===== src/rtl/irq_pkg.sv =====
package irq_pkg;
  localparam int unsigned REG_W   = 8;
  localparam int unsigned GIE_BIT = 7;
  localparam int unsigned RP_BIT  = 6;

  // Next mask value: software write first, then enable pulse, then disable pulse.
  function automatic logic [REG_W-1:0] mask_next(
    input logic [REG_W-1:0] cur,
    input logic             wr,
    input logic [REG_W-1:0] wd,
    input logic             ei,
    input logic             di,
    input logic             rp_en
  );
    logic [REG_W-1:0] v;
    v = wr ? wd : cur;
    if (!rp_en) v[RP_BIT] = 1'b0;
    if (ei) v[GIE_BIT] = 1'b1;
    if (di) v[GIE_BIT] = 1'b0;
    return v;
  endfunction

  // Next value of one request latch bit.
  function automatic logic req_bit_next(
    input logic armed,
    input logic cur,
    input logic sw_wr,
    input logic sw_bit,
    input logic hw_set
  );
    logic v;
    if (!armed) v = 1'b0;
    else        v = (sw_wr ? sw_bit : cur) | hw_set;
    return v;
  endfunction
endpackage


===== src/rtl/irq_req_latch.sv =====
module irq_req_latch #(
  parameter int unsigned N_SRC = 6
) (
  input  logic             clk,
  input  logic             rst_n,
  input  logic             ei_pulse,
  input  logic [N_SRC-1:0] req_in,
  input  logic             sw_wr,
  input  logic [N_SRC-1:0] sw_data,
  output logic             armed,
  output logic [N_SRC-1:0] req_q
);
  import irq_pkg::*;

  always_ff @(posedge clk or negedge rst_n) begin
    if (!rst_n)        armed <= 1'b0;
    else if (ei_pulse) armed <= 1'b1;
  end

  for (genvar i = 0; i < N_SRC; i++) begin : g_bit
    always_ff @(posedge clk or negedge rst_n) begin
      if (!rst_n) req_q[i] <= 1'b0;
      else        req_q[i] <= req_bit_next(armed, req_q[i], sw_wr, sw_data[i], req_in[i]);
    end

    AST_REQ_LATCH: assert property (@(posedge clk) disable iff (!rst_n)
      (armed && req_in[i]) |=> req_q[i]);

    AST_HW_WINS: assert property (@(posedge clk) disable iff (!rst_n)
      (armed && sw_wr && !sw_data[i] && req_in[i]) |=> req_q[i]);
  end

  AST_LOCKED_ZERO: assert property (@(posedge clk) disable iff (!rst_n)
    !armed |=> (req_q == '0));

  AST_STAY_ARMED: assert property (@(posedge clk) disable iff (!rst_n)
    armed |=> armed);
endmodule


===== src/rtl/irq_mask_reg.sv =====
module irq_mask_reg #(
  parameter bit RP_EN = 1'b1
) (
  input  logic                      clk,
  input  logic                      rst_n,
  input  logic                      wr,
  input  logic [irq_pkg::REG_W-1:0] wd,
  input  logic                      ei_pulse,
  input  logic                      di_pulse,
  output logic [irq_pkg::REG_W-1:0] mask_q
);
  import irq_pkg::*;

  always_ff @(posedge clk or negedge rst_n) begin
    if (!rst_n) mask_q <= '0;
    else        mask_q <= mask_next(mask_q, wr, wd, ei_pulse, di_pulse, RP_EN);
  end

  AST_EI_SETS_GIE: assert property (@(posedge clk) disable iff (!rst_n)
    (ei_pulse && !di_pulse) |=> mask_q[GIE_BIT]);

  AST_DI_CLEARS_GIE: assert property (@(posedge clk) disable iff (!rst_n)
    di_pulse |=> !mask_q[GIE_BIT]);

  AST_MASK_LOAD: assert property (@(posedge clk) disable iff (!rst_n)
    wr |=> (mask_q[5:0] == $past(wd[5:0])));

  if (!RP_EN) begin : g_no_rp
    AST_RP_RESERVED: assert property (@(posedge clk) disable iff (!rst_n)
      wr |=> !mask_q[RP_BIT]);
  end
endmodule


===== src/rtl/irq_gate.sv =====
module irq_gate #(
  parameter int unsigned N_SRC = 6
) (
  input  logic [N_SRC-1:0] req_q,
  input  logic [N_SRC-1:0] src_en,
  input  logic             gie,
  input  logic             armed,
  output logic [N_SRC-1:0] pending,
  output logic             irq
);
  for (genvar i = 0; i < N_SRC; i++) begin : g_pend
    assign pending[i] = req_q[i] & src_en[i];
  end
  assign irq = armed & gie & (|pending);
endmodule


===== src/rtl/irq_mask_unit.sv =====
module irq_mask_unit #(
  parameter bit RP_EN = 1'b1
) (
  input  logic       clk,
  input  logic       rst_n,
  input  logic [5:0] req_in,
  input  logic       ei_pulse,
  input  logic       di_pulse,
  input  logic       req_wr,
  input  logic       mask_wr,
  input  logic [7:0] wr_data,
  input  logic       rd_sel,
  output logic [7:0] rd_data,
  output logic [5:0] pending,
  output logic       cpu_irq
);
  import irq_pkg::*;
  localparam int unsigned N_SRC = 6;
  localparam int unsigned PAD_W = REG_W - N_SRC;

  logic             armed;
  logic [N_SRC-1:0] req_q;
  logic [REG_W-1:0] mask_q;

  irq_req_latch #(.N_SRC(N_SRC)) u_req (
    .clk(clk), .rst_n(rst_n), .ei_pulse(ei_pulse), .req_in(req_in),
    .sw_wr(req_wr), .sw_data(wr_data[N_SRC-1:0]), .armed(armed), .req_q(req_q)
  );

  irq_mask_reg #(.RP_EN(RP_EN)) u_mask (
    .clk(clk), .rst_n(rst_n), .wr(mask_wr), .wd(wr_data),
    .ei_pulse(ei_pulse), .di_pulse(di_pulse), .mask_q(mask_q)
  );

  irq_gate #(.N_SRC(N_SRC)) u_gate (
    .req_q(req_q), .src_en(mask_q[N_SRC-1:0]), .gie(mask_q[GIE_BIT]),
    .armed(armed), .pending(pending), .irq(cpu_irq)
  );

  assign rd_data = rd_sel ? mask_q : {{PAD_W{1'b0}}, req_q};

  AST_IRQ_NEEDS_GIE: assert property (@(posedge clk) disable iff (!rst_n)
    cpu_irq |-> (mask_q[GIE_BIT] && armed));

  AST_PEND_FROM_REQ: assert property (@(posedge clk) disable iff (!rst_n)
    (pending & ~req_q) == '0);

  AST_MASKWR_NO_ARM: assert property (@(posedge clk) disable iff (!rst_n)
    (!armed && !ei_pulse) |=> !armed);
endmodule


===== config.mk =====
export PLATFORM = sky130hd
export DESIGN_NAME = irq_mask_unit
export DESIGN_NICKNAME = d
export VERILOG_FILES = /design/src/rtl/irq_pkg.sv /design/src/rtl/irq_req_latch.sv /design/src/rtl/irq_mask_reg.sv /design/src/rtl/irq_gate.sv /design/src/rtl/irq_mask_unit.sv
export SDC_FILE = /design/constraint.sdc
export NUM_CORES = 1
export LEC_CHECK = 0
export BUFFER_PORTS_ARGS = -buffer_cell sky130_fd_sc_hd__buf_2
export CAP_MARGIN = 0
export CORE_MARGIN = 10
export CORE_UTILIZATION = 45
export DETAILED_ROUTE_END_ITERATION = 6
export PLACE_DENSITY_LB_ADDON = 0.25
export SYNTH_ARGS = -nofsm -noshare
export SYNTH_HDL_FRONTEND = slang
export SYNTH_SLANG_ARGS = --single-unit

===== constraint.sdc =====
create_clock -name clk -period 1.2 [get_ports clk]
set_input_delay 0.18 -clock clk [delete_from_list [all_inputs] [get_ports clk]]
set_output_delay 0.18 -clock clk [all_outputs]
set_load 0.05 [all_outputs]

==> flow_summary.json, run 1 <==
{
  "status": "finished, violations left",
  "violations": "setup timing",
  "p_leak_nw": 0.641,
  "slew_violations": 0,
  "crit_slowest_cell": "dfrtp_1",
  "vias": 670,
  "critical_path_required_ns": 1.02,
  "clk_pin_slew_ns": 0.09,
  "grt_start_max_net_pins": 16,
  "power_density_mw_per_mm2": 1150,
  "drtIter0Drc": 2,
  "first_global_vias": 726,
  "area_growth_pct": 68.6,
  "syn_area_um2": 790,
  "rsz0062_at_grt": "yes",
  "finClkSkew_ns": 0.00146,
  "yosys_warnings": 0,
  "n_fill_cell": 108,
  "cts_sinks": 15,
  "post_layout_nonfiller_instances": 128,
  "async_reset_ff_frac": 1.00,
  "ant_nets": 0,
  "ios": 36,
  "critical_path_class": "flop to primary output",
  "wl_per_cell_um": 17.3,
  "first_pass_iters": 2,
  "fin_crit_ns": 1.42,
  "placed_cells": 116,
  "tightest_slew_ns": 0.340,
  "antenna_found_initial": 0,
  "clk_latency_ns": 0.27,
  "start_kind": "flop",
  "post-layout-total-power_mw": 1.53,
  "vdd_drop_max_mv": 0.819,
  "syn-num-nets": 82,
  "finalWirelength_um": 2210,
  "hold_class": "input pin to flop",
  "final_util": 0.788,
  "dieArea_mm2": 0.00383,
  "die_y_um": 61.9,
  "seqCellArea_um2": 375,
  "max_stage_delay_ns": 0.41,
  "finalHoldViolCount": 0,
  "period_share": 1.18,
  "portBuffers": 35,
  "gr-usage-all-layers": 0.126,
  "path_cells": "buf_6, mux2_4, buf_8",
  "critPathBufInv": 2,
  "relSlewSlack": 0.773,
  "grt_pass1_wl_um": 3510,
  "multi_input_area_um2": 453,
  "synthTopCellsByCount": "dfrtp_1, mux2_2, and2_1",
  "cpLargestDelayFamily": "flip-flops",
  "core_area_mm2": 0.00169,
  "numCtsBuffers": 3,
  "cp.arrival_ns": 1.24,
  "synth_flop_cell": "dfrtp_1",
  "die_x_um": 61.9,
  "netlist_instances": 61,
  "synthMostInstantiatedCell": "dfrtp_1",
  "diodes": 0,
  "htreeDepth": 1,
  "synth_area_leaders": "dfrtp_1, mux2_2, mux2_4",
  "synth.distinct_cells": 15,
  "clockBufferDepth": 2,
  "fmax_mhz": 703,
  "place_ws_ns": 0.0319,
  "cts-root-buf": "clkbuf_4",
  "final_nets": 133,
  "cts_tree": "done",
  "drcViolationCount": 0,
  "start_util": 0.467,
  "ys_ff_latch": 15,
  "setup-violations-final": 12,
  "drive_gt1_frac": 0.739,
  "synth.top_cell.area_share": 0.475,
  "end_kind": "primary output",
  "maxCapViolations": 0,
  "ys_seq_area_frac": 0.475,
  "setup_ws_ns": -0.222,
  "postSynthAreaPerCell_um2": 12.9,
  "rows": 15,
  "dp_hpwl_um": 1560,
  "overflow": 0,
  "vias_per_cell": 5.23,
  "synth_edf_count": 0,
  "gp_congestion": 0.688,
  "holdWs_ns": 0.0387,
  "crit_fanout": 3,
  "synth.largest_area_cell": "dfrtp_1"
}
metal layers:
metal	vias up	track usage	wire length (µm)
met4	0	0.0382	12
met2	19	0.234	1230
met1	333	0.130	812
li1	316	-	-
met5	-	0	0
met3	2	0.0407	161
state kept, by name (all words and copies together), names as in the netlist:
register	cells
u_req.armed	1
u_req.req_q	6
u_mask.mask_q	8
power breakdown:
part	internal, mW	switching, mW	total, mW
sequential	0.543	0.0362	0.579
combinational	0.334	0.332	0.666
clock	0.129	0.156	0.284
total	1.01	0.524	1.53
final cells by class:
| cell class | instances | share of cell area |
|---|---|---|
| inverters | 1 | 0.00282 |
| flip-flops and latches | 15 | 0.282 |
| repair buffers | 50 | 0.339 |
| well taps | 17 | 0.0160 |
| multi-input cells | 41 | 0.340 |
| clock buffers | 4 | 0.0197 |
cell families after synthesis:
| kind of cell | count (synthesis) | share of synthesized area |
|---|---|---|
| DFF | 15 | 0.475 |
| AOI/OAI and AO/OA | 11 | 0.0998 |
| and+or+nand+nor | 10 | 0.0761 |
| buffers and inverters | 5 | 0.0364 |
| muxes | 20 | 0.312 |
path summary, 6_finish.rpt:
kind	slack [ns]	endpoint	cells past startpoint	start
max in group asynchronous	0.62	u_req.req_q[5]	2	rst_n
worst max register to register	0.01	u_req.req_q[4]	4	u_req.req_q[4]
worst max-delay path	-0.22	rd_data[1]	3	u_req.req_q[1]
min in group asynchronous	0.33	u_mask.mask_q[6]	2	rst_n
worst min-delay path	0.04	u_mask.mask_q[7]	2	di_pulse
worst min register to register	0.51	u_mask.mask_q[6]	1	u_mask.mask_q[6]
cell usage in the layout, fill, tap and decap left out, types with 2 or more instances in the layout:
cell and count:
mux2_4 12, mux2_2 7, buf_2 20, a22oi_2 3, buf_4 4, o21a_1 6, and2_1 2, buf_8 8
dfrtp_1 15, clkbuf_4 3, and2_4 6, buf_6 17
through the flow:
step                setup TNS [ns]  area, µm²
floorplan                        0        805
global placement                 0       1030
detailed placement               0       1030
CTS                          -1.74       1290
global route                 -2.32       1330
finish                       -1.74       1330
what timing repair did:
item                                    CTS  global route
pin swaps                                 0             5
setup buffers                             5             2
endpoints found under the setup margin   14            15
hold buffers                              1             0
endpoints found under the hold margin    15             0
gates resized for setup                  55             9
Power figures use the tool's default switching activity.
==> inputs of run 2 (changes only) <==
--- a/config.mk
+++ b/config.mk
@@ -7,8 +7,11 @@
 export LEC_CHECK = 0
 export BUFFER_PORTS_ARGS = -buffer_cell sky130_fd_sc_hd__buf_2
 export CAP_MARGIN = 0
+export CELL_PAD_IN_SITES_DETAIL_PLACEMENT = 0
+export CELL_PAD_IN_SITES_GLOBAL_PLACEMENT = 1
+export CORE_ASPECT_RATIO = 1.4
 export CORE_MARGIN = 10
-export CORE_UTILIZATION = 45
+export CORE_UTILIZATION = 34
 export DETAILED_ROUTE_END_ITERATION = 6
 export PLACE_DENSITY_LB_ADDON = 0.25
 export SYNTH_ARGS = -nofsm -noshare
==> run 2 against run 1 <==
Net effect: the flow still finishes with violations (setup timing); sequential share of layout area grew 0.60 points; via count fell by 4.9%; die area grew 22%; clock skew increased by 0.0019 ns; cell count rose by 0.78%; cell area shrank 2.1%; flip-flop and latch count is the same; non-clock buffer count fell by 4; first-iteration DRC count fell by 100%; fmax decreased by 0.47%; routed wire length fell by 5.0%; critical endpoint unchanged.
==> flow_summary.json, run 2 (synthesis results as in run 1) <==
{
  "cp.arrival_ns": 1.25,
  "dp_hpwl_um": 1540,
  "status": "finished, violations left",
  "diodes": 0,
  "drtIter0Drc": 0,
  "post_layout_nonfiller_instances": 129,
  "setup-violations-final": 12,
  "largest_reg_flops": 8,
  "place_ws_ns": 0.0123,
  "post-layout-total-power_mw": 1.51,
  "critical_path_class": "flop to primary output",
  "ant_nets": 0,
  "finalWirelength_um": 2100,
  "wl_per_cell_um": 16.3,
  "tightest_slew_ns": 0.341,
  "sequentialPowerShare": 0.383,
  "start_util": 0.359,
  "die_y_um": 77.0,
  "slew_violations": 0,
  "fmax_mhz": 700,
  "placed_cells": 120,
  "end_kind": "primary output",
  "cts-root-buf": "clkbuf_4",
  "portBuffers": 35,
  "fin_tns_setup_ns": -1.66,
  "period_share": 1.19,
  "finalHoldViolCount": 0,
  "ios": 36,
  "p_leak_nw": 0.624,
  "gp_congestion": 0.716,
  "clockPowerShare": 0.191,
  "netSwitchingFraction": 0.347,
  "core_area_mm2": 0.00220,
  "clockBufferDepth": 2,
  "overflow": 0,
  "area_growth_pct": 65.1,
  "setup_ws_ns": -0.228,
  "start_kind": "flop",
  "power_density_mw_per_mm2": 1160,
  "vias_per_cell": 4.94,
  "relSlewSlack": 0.772,
  "final_nets": 129,
  "die_x_um": 60.7,
  "rows": 20,
  "maxCapViolations": 0,
  "finClkSkew_ns": 0.00337,
  "fin_area_mm2": 0.00130,
  "hold_class": "input pin to flop",
  "layout_commonest_cell": "buf_2",
  "first_pass_iters": 1,
  "power.switching_mw": 0.525,
  "grt_pass1_wl_um": 3480,
  "htreeDepth": 1,
  "antenna_found_initial": 0,
  "numCtsBuffers": 3,
  "violations": "setup timing",
  "reg_top3": "u_mask.mask_q: 8 flops, u_req.req_q: 6 flops, u_req.armed: 1 flops",
  "placed_area_mm2": 0.00103,
  "most-common-layout-cells": "buf_2, dfrtp_1, buf_6",
  "gr-usage-all-layers": 0.0946,
  "fin_crit_ns": 1.43,
  "clk_pin_slew_ns": 0.09,
  "crit_fanout": 3,
  "grt_start_max_net_pins": 16,
  "final_util": 0.592,
  "drcViolationCount": 0,
  "critical_path_required_ns": 1.02,
  "vias": 637,
  "holdWs_ns": 0.0347,
  "drive_gt1_frac": 0.748,
  "max_flop_register": "u_mask.mask_q",
  "dieArea_mm2": 0.00468,
  "clk_latency_ns": 0.28,
  "first_global_vias": 752,
  "cts_sinks": 15,
  "p_int_mw": 0.988,
  "cts_tree": "done",
  "combPwrFrac": 0.426,
  "rsz0062_at_grt": "yes",
  "vdd_drop_max_mv": 0.752
}
==> run 2: power by group through the flow <==
stage	combinational (mW)	clock (mW)	sequential, mW
after floorplan	0.339	0	0.576
after global placement	0.469	0	0.579
after detailed placement	0.471	0	0.580
after CTS	0.618	0.299	0.580
after global routing	0.679	0.326	0.585
final	0.645	0.289	0.580
==> run 2: final cells by class <==
class                           instances  area, µm²
Multi-Input combinational cell         41        455
Inverter                                1       3.75
Tap cell                               22       27.5
Sequential cell                        15        375
Clock inverter                          1       5.00
Fill cell                             196        898
Timing Repair Buffer                   46        414
Clock buffer                            3       22.5
==> run 2: critical path, cell delays in order, from the launching register on <==
cell and delay (ns):
dfrtp_1 0.41, buf_6 0.13, mux2_4 0.27, buf_8 0.15
==> run 2: repair_timing <==
action / 4_1_cts / 5_1_grt
gates resized for setup: 55 / 7
setup buffers: 0 / 4
endpoints found under the setup margin: 15 / 15
hold buffers: 1 / 0
endpoints found under the hold margin: 15 / 0
cloned: 0 / 0
pin swaps: 2 / 2
==> run 2: final timing paths <==
| kind | from | to | slack (ns) | cells past startpoint |
|---|---|---|---|---|
| max | u_req.req_q[1] | rd_data[1] | -0.23 | 3 |
| min | di_pulse | u_mask.mask_q[7] | 0.03 | 2 |
| max reg2reg | u_req.req_q[4] | u_req.req_q[4] | 0.11 | 3 |
| min reg2reg | u_mask.mask_q[6] | u_mask.mask_q[6] | 0.51 | 1 |
| max in group asynchronous | rst_n | u_req.req_q[4] | 0.63 | 2 |
| min in group asynchronous | rst_n | u_mask.mask_q[1] | 0.32 | 2 |
==> run 2: metal layers <==
metal | track usage | wire [µm] | vias up
met4 | 0.0330 | 24 | 0
li1 | - | - | 308
met2 | 0.160 | 1080 | 19
met1 | 0.0995 | 815 | 308
met3 | 0.0395 | 180 | 2
met5 | 0 | 0 | -
